[src/rtl/ioc_pkg.sv]
// Shared definitions for the pin change monitor.
// Assumes: the register port select is exactly two bits wide.
package ioc_pkg;
    typedef enum logic [1:0] {
        SEL_RISE = 2'd0,
        SEL_FALL = 2'd1,
        SEL_FLAG = 2'd2,
        SEL_CTRL = 2'd3
    } ioc_sel_e;

    localparam int SYNC_DEPTH = 2;
    localparam int CTRL_MIE_BIT = 0;
endpackage

[src/rtl/ioc_pin_sync.sv]
// Multi-stage synchroniser for asynchronous pin levels.
// Assumes: each pin is an independent level signal, so per-bit
// synchronisation is enough. The stages are not reset on purpose, so
// they keep tracking the pins while reset is held.
module ioc_pin_sync #(
    parameter int WIDTH  = 4,
    parameter int STAGES = 2
) (
    input  logic             clk,
    input  logic [WIDTH-1:0] pin_async,
    output logic [WIDTH-1:0] pin_sync
);
    logic [WIDTH-1:0] stage_q [STAGES];

    // Capture the raw pins in the first stage.
    always_ff @(posedge clk) begin
        stage_q[0] <= pin_async;
    end

    generate
        for (genvar s = 1; s < STAGES; s++) begin : g_stage
            // Shift each later stage from its predecessor.
            always_ff @(posedge clk) begin
                stage_q[s] <= stage_q[s-1];
            end
        end
    endgenerate

    assign pin_sync = stage_q[STAGES-1];
endmodule

[src/rtl/ioc_edge_find.sv]
// Compares the synchronised pins against last cycle's value and reports
// enabled transitions per pin.
// Assumes: the history register reloads from the synchronised value every
// cycle, including during reset, so it holds the pin state at release.
module ioc_edge_find #(
    parameter int WIDTH = 4
) (
    input  logic             clk,
    input  logic [WIDTH-1:0] pin_sync,
    input  logic [WIDTH-1:0] rise_mask,
    input  logic [WIDTH-1:0] fall_mask,
    output logic [WIDTH-1:0] hits
);
    logic [WIDTH-1:0] hist_q;

    // Remember the previous synchronised level of every pin.
    always_ff @(posedge clk) begin
        hist_q <= pin_sync;
    end

    generate
        for (genvar i = 0; i < WIDTH; i++) begin : g_pin
            logic went_up, went_down;
            assign went_up   = pin_sync[i] & ~hist_q[i];
            assign went_down = ~pin_sync[i] & hist_q[i];
            assign hits[i]   = (rise_mask[i] & went_up) | (fall_mask[i] & went_down);
        end
    endgenerate
endmodule

[src/rtl/ioc_flag_bank.sv]
// Sticky per-pin flags. A detected transition always sets its flag. A
// software write can only clear bits, and a transition detected in the
// cycle of that write still sets its flag.
// Assumes: hits is zero while reset is asserted, because the masks are reset.
module ioc_flag_bank #(
    parameter int WIDTH = 4
) (
    input  logic             clk,
    input  logic             rst_n,
    input  logic [WIDTH-1:0] hits,
    input  logic             wr_flags,
    input  logic [WIDTH-1:0] wr_data,
    output logic [WIDTH-1:0] flags_q
);
    // Merge new transitions into the flags and apply clear-only writes.
    always_ff @(posedge clk) begin
        if (!rst_n)
            flags_q <= '0;
        else if (wr_flags)
            flags_q <= (wr_data & flags_q) | hits;
        else
            flags_q <= flags_q | hits;
    end


    flags_sticky_chk: assert property (@(posedge clk) disable iff (!rst_n)
        !wr_flags |=> ((flags_q & $past(flags_q)) == $past(flags_q)));


    edge_beats_write_chk: assert property (@(posedge clk) disable iff (!rst_n)
        wr_flags |=> ((flags_q & $past(hits)) == $past(hits)));


    write_never_sets_chk: assert property (@(posedge clk) disable iff (!rst_n)
        wr_flags |=> ((flags_q & ~$past(flags_q) & ~$past(hits)) == '0));
endmodule

[src/rtl/ioc_monitor.sv]
// Top of the pin change monitor. It holds the mask and control registers,
// the read mux and the request outputs, and it chains
// synchroniser -> edge finder -> flag bank.
// Assumes: reset is held for at least SYNC_DEPTH+1 cycles with the pins steady.
module ioc_monitor #(
    parameter int PINS = 4
) (
    input  logic            clk,
    input  logic            rst_n,
    input  logic [PINS-1:0] pin_in,
    input  logic [1:0]      reg_sel,
    input  logic            reg_wr,
    input  logic [PINS-1:0] reg_wdata,
    output logic [PINS-1:0] reg_rdata,
    output logic            pending,
    output logic            irq,
    output logic            wake
);
    import ioc_pkg::*;

    logic [PINS-1:0] pin_sync, hits, flags;
    logic [PINS-1:0] rise_q, fall_q;
    logic            mie_q;
    ioc_sel_e        sel;

    assign sel = ioc_sel_e'(reg_sel);

    ioc_pin_sync #(.WIDTH(PINS), .STAGES(SYNC_DEPTH)) u_sync (
        .clk      (clk),
        .pin_async(pin_in),
        .pin_sync (pin_sync)
    );

    ioc_edge_find #(.WIDTH(PINS)) u_edge (
        .clk      (clk),
        .pin_sync (pin_sync),
        .rise_mask(rise_q),
        .fall_mask(fall_q),
        .hits     (hits)
    );

    ioc_flag_bank #(.WIDTH(PINS)) u_flags (
        .clk     (clk),
        .rst_n   (rst_n),
        .hits    (hits),
        .wr_flags(reg_wr && sel == SEL_FLAG),
        .wr_data (reg_wdata),
        .flags_q (flags)
    );

    // Software-written masks and the master enable.
    always_ff @(posedge clk) begin
        if (!rst_n) begin
            rise_q <= '0;
            fall_q <= '0;
            mie_q  <= 1'b0;
        end else if (reg_wr) begin
            case (sel)
                SEL_RISE: rise_q <= reg_wdata;
                SEL_FALL: fall_q <= reg_wdata;
                SEL_CTRL: mie_q  <= reg_wdata[CTRL_MIE_BIT];
                default:  ;
            endcase
        end
    end

    // Read mux for the selected register.
    always_comb begin
        reg_rdata = '0;
        case (sel)
            SEL_RISE: reg_rdata = rise_q;
            SEL_FALL: reg_rdata = fall_q;
            SEL_FLAG: reg_rdata = flags;
            SEL_CTRL: reg_rdata[CTRL_MIE_BIT] = mie_q;
            default:  reg_rdata = '0;
        endcase
    end

    assign pending = |flags;
    assign irq     = mie_q & pending;
    // Wake looks at the detection itself, one cycle ahead of the flag.
    assign wake    = mie_q & (pending | (|hits));


    wake_then_pending_chk: assert property (@(posedge clk) disable iff (!rst_n)
        (mie_q && (|hits)) |=> pending);


    irq_needs_flag_chk: assert property (@(posedge clk) disable iff (!rst_n)
        irq |-> (flags != '0));
endmodule

[config.mk]
export PLATFORM = sky130hd
export DESIGN_NAME = ioc_monitor
export DESIGN_NICKNAME = d
export VERILOG_FILES = /design/src/rtl/ioc_pkg.sv /design/src/rtl/ioc_pin_sync.sv /design/src/rtl/ioc_edge_find.sv /design/src/rtl/ioc_flag_bank.sv /design/src/rtl/ioc_monitor.sv
export SDC_FILE = /design/constraint.sdc
export NUM_CORES = 1
export LEC_CHECK = 0
export BUFFER_PORTS_ARGS = -buffer_cell sky130_fd_sc_hd__buf_2
export CELL_PAD_IN_SITES_DETAIL_PLACEMENT = 1
export CELL_PAD_IN_SITES_GLOBAL_PLACEMENT = 2
export CORE_ASPECT_RATIO = 1.2
export CORE_UTILIZATION = 30
export CTS_CLUSTER_SIZE = 28
export DETAILED_ROUTE_END_ITERATION = 7
export PLACE_DENSITY_LB_ADDON = 0.1
export RECOVER_POWER = 100
export SYNTH_ARGS = -nofsm -noshare
export SYNTH_HDL_FRONTEND = slang
export SYNTH_SLANG_ARGS = --single-unit
[constraint.sdc]
create_clock -name clk -period 2.5 [get_ports clk]
set_input_delay 0.5 -clock clk [delete_from_list [all_inputs] [get_ports clk]]
set_output_delay 0.5 -clock clk [all_outputs]
set_load 0.01 [all_outputs]
==> results of run 1 <==
## placed cells by master (no fill, tap or decap), types with 4 or more instances in the layout
cell type   n
clkbuf_1    7
mux2i_1    12
nand2_1     6
buf_2      13
a21oi_1     4
o21ai_0     7
nand3b_1    5
nor2_1     10
dfxtp_1    25
## path summary, 6_finish.rpt
check             cells after the start                  from  slack, ps                    to
setup / recovery                      4    u_flags.flags_q[2]        280                  wake
hold / removal                        1             pin_in[0]        270  u_sync.stage_q[0][0]
setup reg to reg                      3             rise_q[2]       1650    u_flags.flags_q[2]
hold reg to reg                       0  u_sync.stage_q[0][3]        340  u_sync.stage_q[0][7]
## area by class of cell
cell class / instances / area [um2] / share of cell area (%)
repair buffers: 19 / 87.6 / 8.35
well taps: 34 / 42.5 / 4.06
flip-flops and latches: 25 / 500 / 47.7
clock buffers: 4 / 26.3 / 2.51
inverters: 2 / 7.51 / 0.716
multi-input cells: 57 / 384 / 36.6
## registers in the layout, summed over array words and instances (netlist names)
name / flops
u_edge.hist_q: 4
u_flags.flags_q: 4
mie_q: 1
u_sync.stage_q: 8
rise_q: 4
fall_q: 4
## worst max-delay path, stage by stage, from the launching register on
cell and delay [ps]:
dfxtp_1 340, or4_1 560, nor3_1 220, a41oi_1 130, buf_2 150
## kinds of logic (layout without fill, tap and decap cells)
group,count (synthesis),in the layout
AOI/OAI and AO/OA,15,15
buffers and inverters,5,25
DFF,25,25
muxes,13,13
and+or+nand+nor,29,29
## through the flow
stage | total power (uW) | instances | instance area, um2 | hold slack [ps]
after global routing | 692 | 141 | 1050 | 257
final | 658 | 141 | 1050 | 269
after global placement | 490 | 137 | 1040 | 310
after floorplan | 467 | 87 | 920 | 310
after detailed placement | 492 | 137 | 1040 | 314
after CTS | 674 | 141 | 1070 | 263
## metal layers
metal | share of wire, % | wire length (um)
met2 | 47 | 930
met5 | 0 | 0
met3 | 3.6 | 71
met4 | 1.8 | 35
met1 | 48 | 958
## power groups by stage
stage	sequential [uW]	combinational, uW	clock (uW)
global route	427	60.1	204
floorplan	431	36.4	0
CTS	425	57.7	191
finish	425	52.6	181
detailed placement	434	57.5	0
global placement	433	56.6	0
## cells in the mapped netlist, types with 2 or more instances
master	number	share of area (%)
mux2i_1	12	13
nand3b_1	5	4.1
inv_1	2	0.82
nor2_1	10	4.1
nand2_1	6	2.4
dfxtp_1	25	54
o21a_1	3	2.4
a21oi_1	4	2.2
o21ai_0	7	3.8
buf_2	2	1.1
==> impl_metrics.toml, run 1 <==
[sta]
final_hold_viol_count = 0
fin_setup_tns_ps = 0
finalSetupViolCount = 0
rsz0062_at_grt = "false"
min_period_ps = 2220
relSlewSlack_pct = 35.5
fin_crit_sh_pct = 88.9
fmax_mhz = 450
fin_worst_skew_ps = 10.8
fin_ws_ps = 279
finalMaxSlewViolations = 0
worstMarginPinSlew_ps = 966

[route]
wl_um = 2000
drt_iter0_markers = 11
ant_nets = 0
firstDrtPassIters = 2
vias = 678
viasPerCell = 4.81
drt-wirelength-per-cell_um = 14.2
drc = 0

[yosys]
yosysUniqueCellTypes = 21
synthArstFlopShare_pct = 0
syn_inst = 87
synth_xor_area_share_pct = 0
seq_area_frac_synth_pct = 54.4
syn_avg_cell_area_um2 = 10.6
synth_compound_area_share_pct = 9.39
synth_mux_area_share_pct = 15.5
synth_adder_area_share_pct = 0
yosys_warnings = 0
synth_top_family_by_area = "simple AND/OR/NAND/NOR gates"
syn_nets = 100
ys_ff_latch = 25
synth_enable_flop_cells = 0
ys.flop_type = "dfxtp_1"
netlist_area_um2 = 920
synth-simple-area-share_pct = 18.4

[place]
gp_congestion = 0.724
pre_cts_slack_ps = 626
hpwl_um = 1490
portBuffers = 19

[global_routing]
busiest_layer = "met2"
use_met1_pct = 20.4
grt_pass1_vias = 699
grt_max_degree = 14
grt_use_met2_pct = 21.8
grtUsageMet3_pct = 2.43
grt_usage_pct = 14.6
grt_first_pass_wirelength_um = 3490
antenna_found_initial = 0
overflow = 0

[layout]
synthToLayoutAreaGrowth_pct = 14.0
fin_util_pct = 36.6
fillers = 348
diodes = 0
drive_above_1_share_pct = 17.8
finalNetCount = 121

[die]
rows = 21
die_w_um = 52.5
die_y_um = 62.7
dieArea_mm2 = 0.00329
coreArea_mm2 = 0.00286
start_util_pct = 32.1
ioPinCount = 20

[power_and_ir_drop]
p_leak_uw = 0.000438
power_frac_seq_pct = 64.6
p_sw_uw = 156
intPower_uw = 502
powerDensity_mw_per_mm2 = 628
pwr-share-clk_pct = 27.5
p_sw_share_pct = 23.7
pwr-share-comb_pct = 8.0
vdd_drop_max_mv = 0.263

[critical_path]
worstPathRequired_ps = 2000
worst-path-max-fanout = 3
path_class = "reg -> out"
cp-end-kind = "output pin"
worstPathArrival_ps = 1720
startpoint_type = "flop"

[clocking]
insertion_delay_ps = 320
post_cts_buffers = 0
cts_buffer_depth = 2
cts_buffers = 3
hold_buffers = 0
cts.clk_slew.worst_paths_ps = 140
cts_root_buf = "clkbuf_4"
cts_resized = 0
cts_tree = "done"
htreeDepth = 1
cts.sinks = 25

[flow_run]
drv_cap = 0

[hold_path]
hold_path.class = "in -> reg"

[status]
status = "finished, final reports clean"
No activity file was read; power rests on OpenSTA's default activity.
==> inputs of run 2 (changes only) <==
Settings changed: CORE_ASPECT_RATIO 1.2 to 1.1.
==> impl_metrics.toml, run 2 (same netlist as run 1, synthesis figures left out) <==
[status]
status = "finished, final reports clean"

[clocking]
hold_buffers = 0
cts_buffers = 3
cts_root_buf = "clkbuf_4"
cts_resized = 0
htreeDepth = 1
insertion_delay_ps = 310
post_cts_buffers = 0
cts_tree = "done"
cts.clk_slew.worst_paths_ps = 130
cts.sinks = 25
cts_buffer_depth = 2

[place]
gp_congestion = 0.680
portBuffers = 19
hpwl_um = 1460
dp_cells = 136

[sta]
fin_setup_tns_ps = 0
rsz0062_at_grt = "false"
relSlewSlack_pct = 35.5
fin_worst_skew_ps = 0.403
fin_crit_sh_pct = 89.7
finalMaxSlewViolations = 0
min_period_ps = 2240
worstMarginPinSlew_ps = 966
final_hold_viol_count = 0
fmax_mhz = 446
finalSetupViolCount = 0

[critical_path]
worstPathArrival_ps = 1740
reg2reg_slack_ps = 1650
startpoint_type = "flop"
worst-path-buf-inv = 1
r2r_start = "rise_q[2]"
crit_cells = 4
worstPathRequired_ps = 2000
cpMaxStageDelayCell = "or4_1"
path_class = "reg -> out"
crit_chain = "or4_1, nor3_1, a41oi_1, buf_2"
crit_path_end = "wake"
r2r_cells = 3
worst-path-max-fanout = 3
timing.rr.end = "u_flags.flags_q[2]"
slowest_delay_ps = 570
cpLargestDelayFamily = "simple AND/OR/NAND/NOR gates"
startpoint = "u_flags.flags_q[2]"
cp-end-kind = "output pin"

[layout]
fin_util_pct = 37.0
largest_reg_flops = 8
mostFrequentLayoutCell = "dfxtp_1"
diodes = 0
final_cell_mix = "25 x dfxtp_1, 13 x buf_2, 12 x mux2i_1"
finalNonFillerCells = 140
finalNetCount = 121
largest-register = "u_sync.stage_q"
synthToLayoutAreaGrowth_pct = 13.9
drive_above_1_share_pct = 17.8

[hold_path]
hold_path.class = "in -> reg"

[global_routing]
grt_pass1_vias = 719
grt_first_pass_wirelength_um = 3220
overflow = 0
antenna_found_initial = 0
grt_usage_pct = 14.2
grt_max_degree = 14

[route]
drt-wirelength-per-cell_um = 14.0
firstDrtPassIters = 3
vias = 674
drc = 0
viasPerCell = 4.81
drt_iter0_markers = 7
ant_nets = 0
wl_um = 1960

[die]
rows = 20
start_util_pct = 32.5
dieArea_mm2 = 0.00329
die_w_um = 54.8
ioPinCount = 20
coreArea_mm2 = 0.00283
die_y_um = 60.1

[flow_run]
drv_cap = 0

[power_and_ir_drop]
vdd_drop_max_mv = 0.246
p_leak_uw = 0.000438
powerDensity_mw_per_mm2 = 625
-- run 2: cell counts in the layout (fill, tap and decap cells not counted) --
Identical to the previous run, type by type.
-- run 2: how the worst min path moves through the flow --
stage                    startpoint              endpoint  cells past startpoint
2_1_floorplan  u_sync.stage_q[0][0]  u_sync.stage_q[0][4]                      0
3_3_place_gp   u_sync.stage_q[0][1]  u_sync.stage_q[0][5]                      0
3_5_place_dp   u_sync.stage_q[0][3]  u_sync.stage_q[0][7]                      0
4_1_cts                   pin_in[0]  u_sync.stage_q[0][0]                      1
5_1_grt                   pin_in[1]  u_sync.stage_q[0][1]                      1
6_report                  pin_in[0]  u_sync.stage_q[0][0]                      1
-- run 2: final cells by class --
type	instances	area, um2
multi-input cells	57	384
inverters	2	7.51
repair buffers	19	87.6
flip-flops and latches	25	500
clock buffers	4	26.3
well taps	33	41.3
fillers	339	1780
-- run 2: worst register-to-register path: stages (launching register included) --
cell     delay, ps
dfxtp_1        360
and3b_1        210
nor2_1         110
a21oi_1         70
-- run 2: routing by layer --
metal	wire (um)	global-route usage, %
met1	964	17.6
met5	0	0
met3	64	2.29
met4	33	7.69
met2	901	22.9
-- run 2: stage by stage --
step | hold slack [ps] | total power, uW | instance area, um2 | worst slack [ps]
6_report | 275 | 654 | 1050 | 258
5_1_grt | 250 | 691 | 1050 | 151
4_1_cts | 266 | 668 | 1070 | 293
3_5_place_dp | 316 | 491 | 1040 | 629
3_3_place_gp | 310 | 489 | 1040 | 642
2_1_floorplan | 310 | 467 | 920 | 779
-- run 2: power breakdown --
group / switching (uW) / internal (uW) / total, uW
Sequential: 9.30 / 415 / 425
Clock: 115 / 62.3 / 177
Combinational: 28.8 / 24.0 / 52.9
==> inputs of run 3 (changes only) <==
Settings changed: BUFFER_PORTS_ARGS -buffer_cell sky130_fd_sc_hd__buf_2 to -buffer_cell sky130_fd_sc_hd__buf_4, CTS_BUF_LIST set to sky130_fd_sc_hd__clkbuf_16.
==> impl_metrics.toml, run 3 (same netlist as run 1, synthesis figures left out) <==
[die]
start_util_pct = 32.5
dieArea_mm2 = 0.00329
die_y_um = 60.1
rows = 20
ioPinCount = 20
coreArea_mm2 = 0.00283
die_w_um = 54.8

[route]
firstDrtPassIters = 2
ant_nets = 0
drc = 0
viasPerCell = 4.99
drt-wirelength-per-cell_um = 14.4
vias = 699
drt_iter0_markers = 3
wl_um = 2010

[clocking]
post_cts_buffers = 0
hold_buffers = 0
cts_buffer_depth = 2
htreeDepth = 1
cts_buffers = 3
cts_root_buf = "clkbuf_16"
cts.sinks = 25
cts_tree = "done"
cts.clk_slew.worst_paths_ps = 60
cts_resized = 0
insertion_delay_ps = 260

[power_and_ir_drop]
p_leak_uw = 0.000473
powerDensity_mw_per_mm2 = 733
vdd_drop_max_mv = 0.366
totalPowerFinal_uw = 830

[sta]
relSlewSlack_pct = 39.5
min_period_ps = 2160
finalSetupViolCount = 0
fin_hold_ws_ps = 325
rsz0062_at_grt = "false"
worstMarginPinSlew_ps = 905
fin_crit_sh_pct = 86.3
fmax_mhz = 464
fin_setup_tns_ps = 0
fin_worst_skew_ps = 1.36
final_hold_viol_count = 0
finalMaxSlewViolations = 0

[critical_path]
worst-path-max-fanout = 3
r2r_cells = 3
timing.rr.end = "u_flags.flags_q[2]"
startpoint_type = "flop"
worstPathArrival_ps = 1660
cp-end-kind = "output pin"
path_class = "reg -> out"
r2r_start = "u_sync.stage_q[0][6]"
reg2reg_slack_ps = 1670
worstPathRequired_ps = 2000

[layout]
final_cell_mix = "25 x dfxtp_1, 12 x mux2i_1, 10 x nor2_1"
synthToLayoutAreaGrowth_pct = 23.1
diodes = 0
mostFrequentLayoutCell = "dfxtp_1"
largest-register = "u_sync.stage_q"
fin_util_pct = 40.0
fillers = 327
finalNetCount = 121
drive_above_1_share_pct = 17.8
finalNonFillerCells = 140
largest_reg_flops = 8

[global_routing]
antenna_found_initial = 0
grt_pass1_vias = 721
grt_first_pass_wirelength_um = 3280
grt_usage_pct = 14.8
grt_max_degree = 14
overflow = 0

[flow_run]
drv_cap = 0

[hold_path]
min_path_cells = 0
hold_path.class = "reg -> reg"
hold_end = "u_sync.stage_q[0][7]"
hp-start = "u_sync.stage_q[0][3]"

[place]
hpwl_um = 1540
gp_congestion = 0.699
dp_cells = 136
portBuffers = 19

[status]
status = "finished, final reports clean"
## run 3: where the power goes
group	switching (uW)	internal, uW
combinational	29.1	29.8
clock	133	214
sequential	9.11	415
total	171	659
## run 3: final cells by class
cell class                 count  area [um2]  area share [%]
tap                           33        41.3            3.65
clock buffer                   3        75.1            6.63
sequential                    25         500            44.2
inverter                       2        7.51           0.663
multi-input combinational     57         384            33.9
clock inverter                 1        3.75           0.331
timing repair buffer          19         120            10.6
## run 3: per-layer routing
metal / wire, um / global-route usage, %
met1: 924 / 17.2
met2: 963 / 23.8
met3: 83 / 4.07
met4: 42 / 8.79
met5: 0 / 0
## run 3: worst max path at each step
stage | endpoint | cells after the start | from | slack [ps]
finish | wake | 4 | u_flags.flags_q[2] | 340
detailed placement | wake | 4 | u_flags.flags_q[2] | 650
global route | wake | 4 | u_flags.flags_q[2] | 280
global placement | reg_rdata[0] | 3 | reg_sel[1] | 690
CTS | wake | 4 | u_flags.flags_q[2] | 380
floorplan | wake | 3 | u_flags.flags_q[2] | 780
## run 3: critical path, stage by stage, from the launching register on
cell     delay (ps)
dfxtp_1         320
or4_1           570
nor3_1          220
a41oi_1         130
buf_4           160
## run 3: stage by stage
| step | setup WS [ps] | cell area [um2] |
|---|---|---|
| 2_1_floorplan | 779 | 920 |
| 3_3_place_gp | 689 | 1090 |
| 3_5_place_dp | 653 | 1090 |
| 4_1_cts | 379 | 1170 |
| 5_1_grt | 280 | 1130 |
| 6_report | 343 | 1130 |
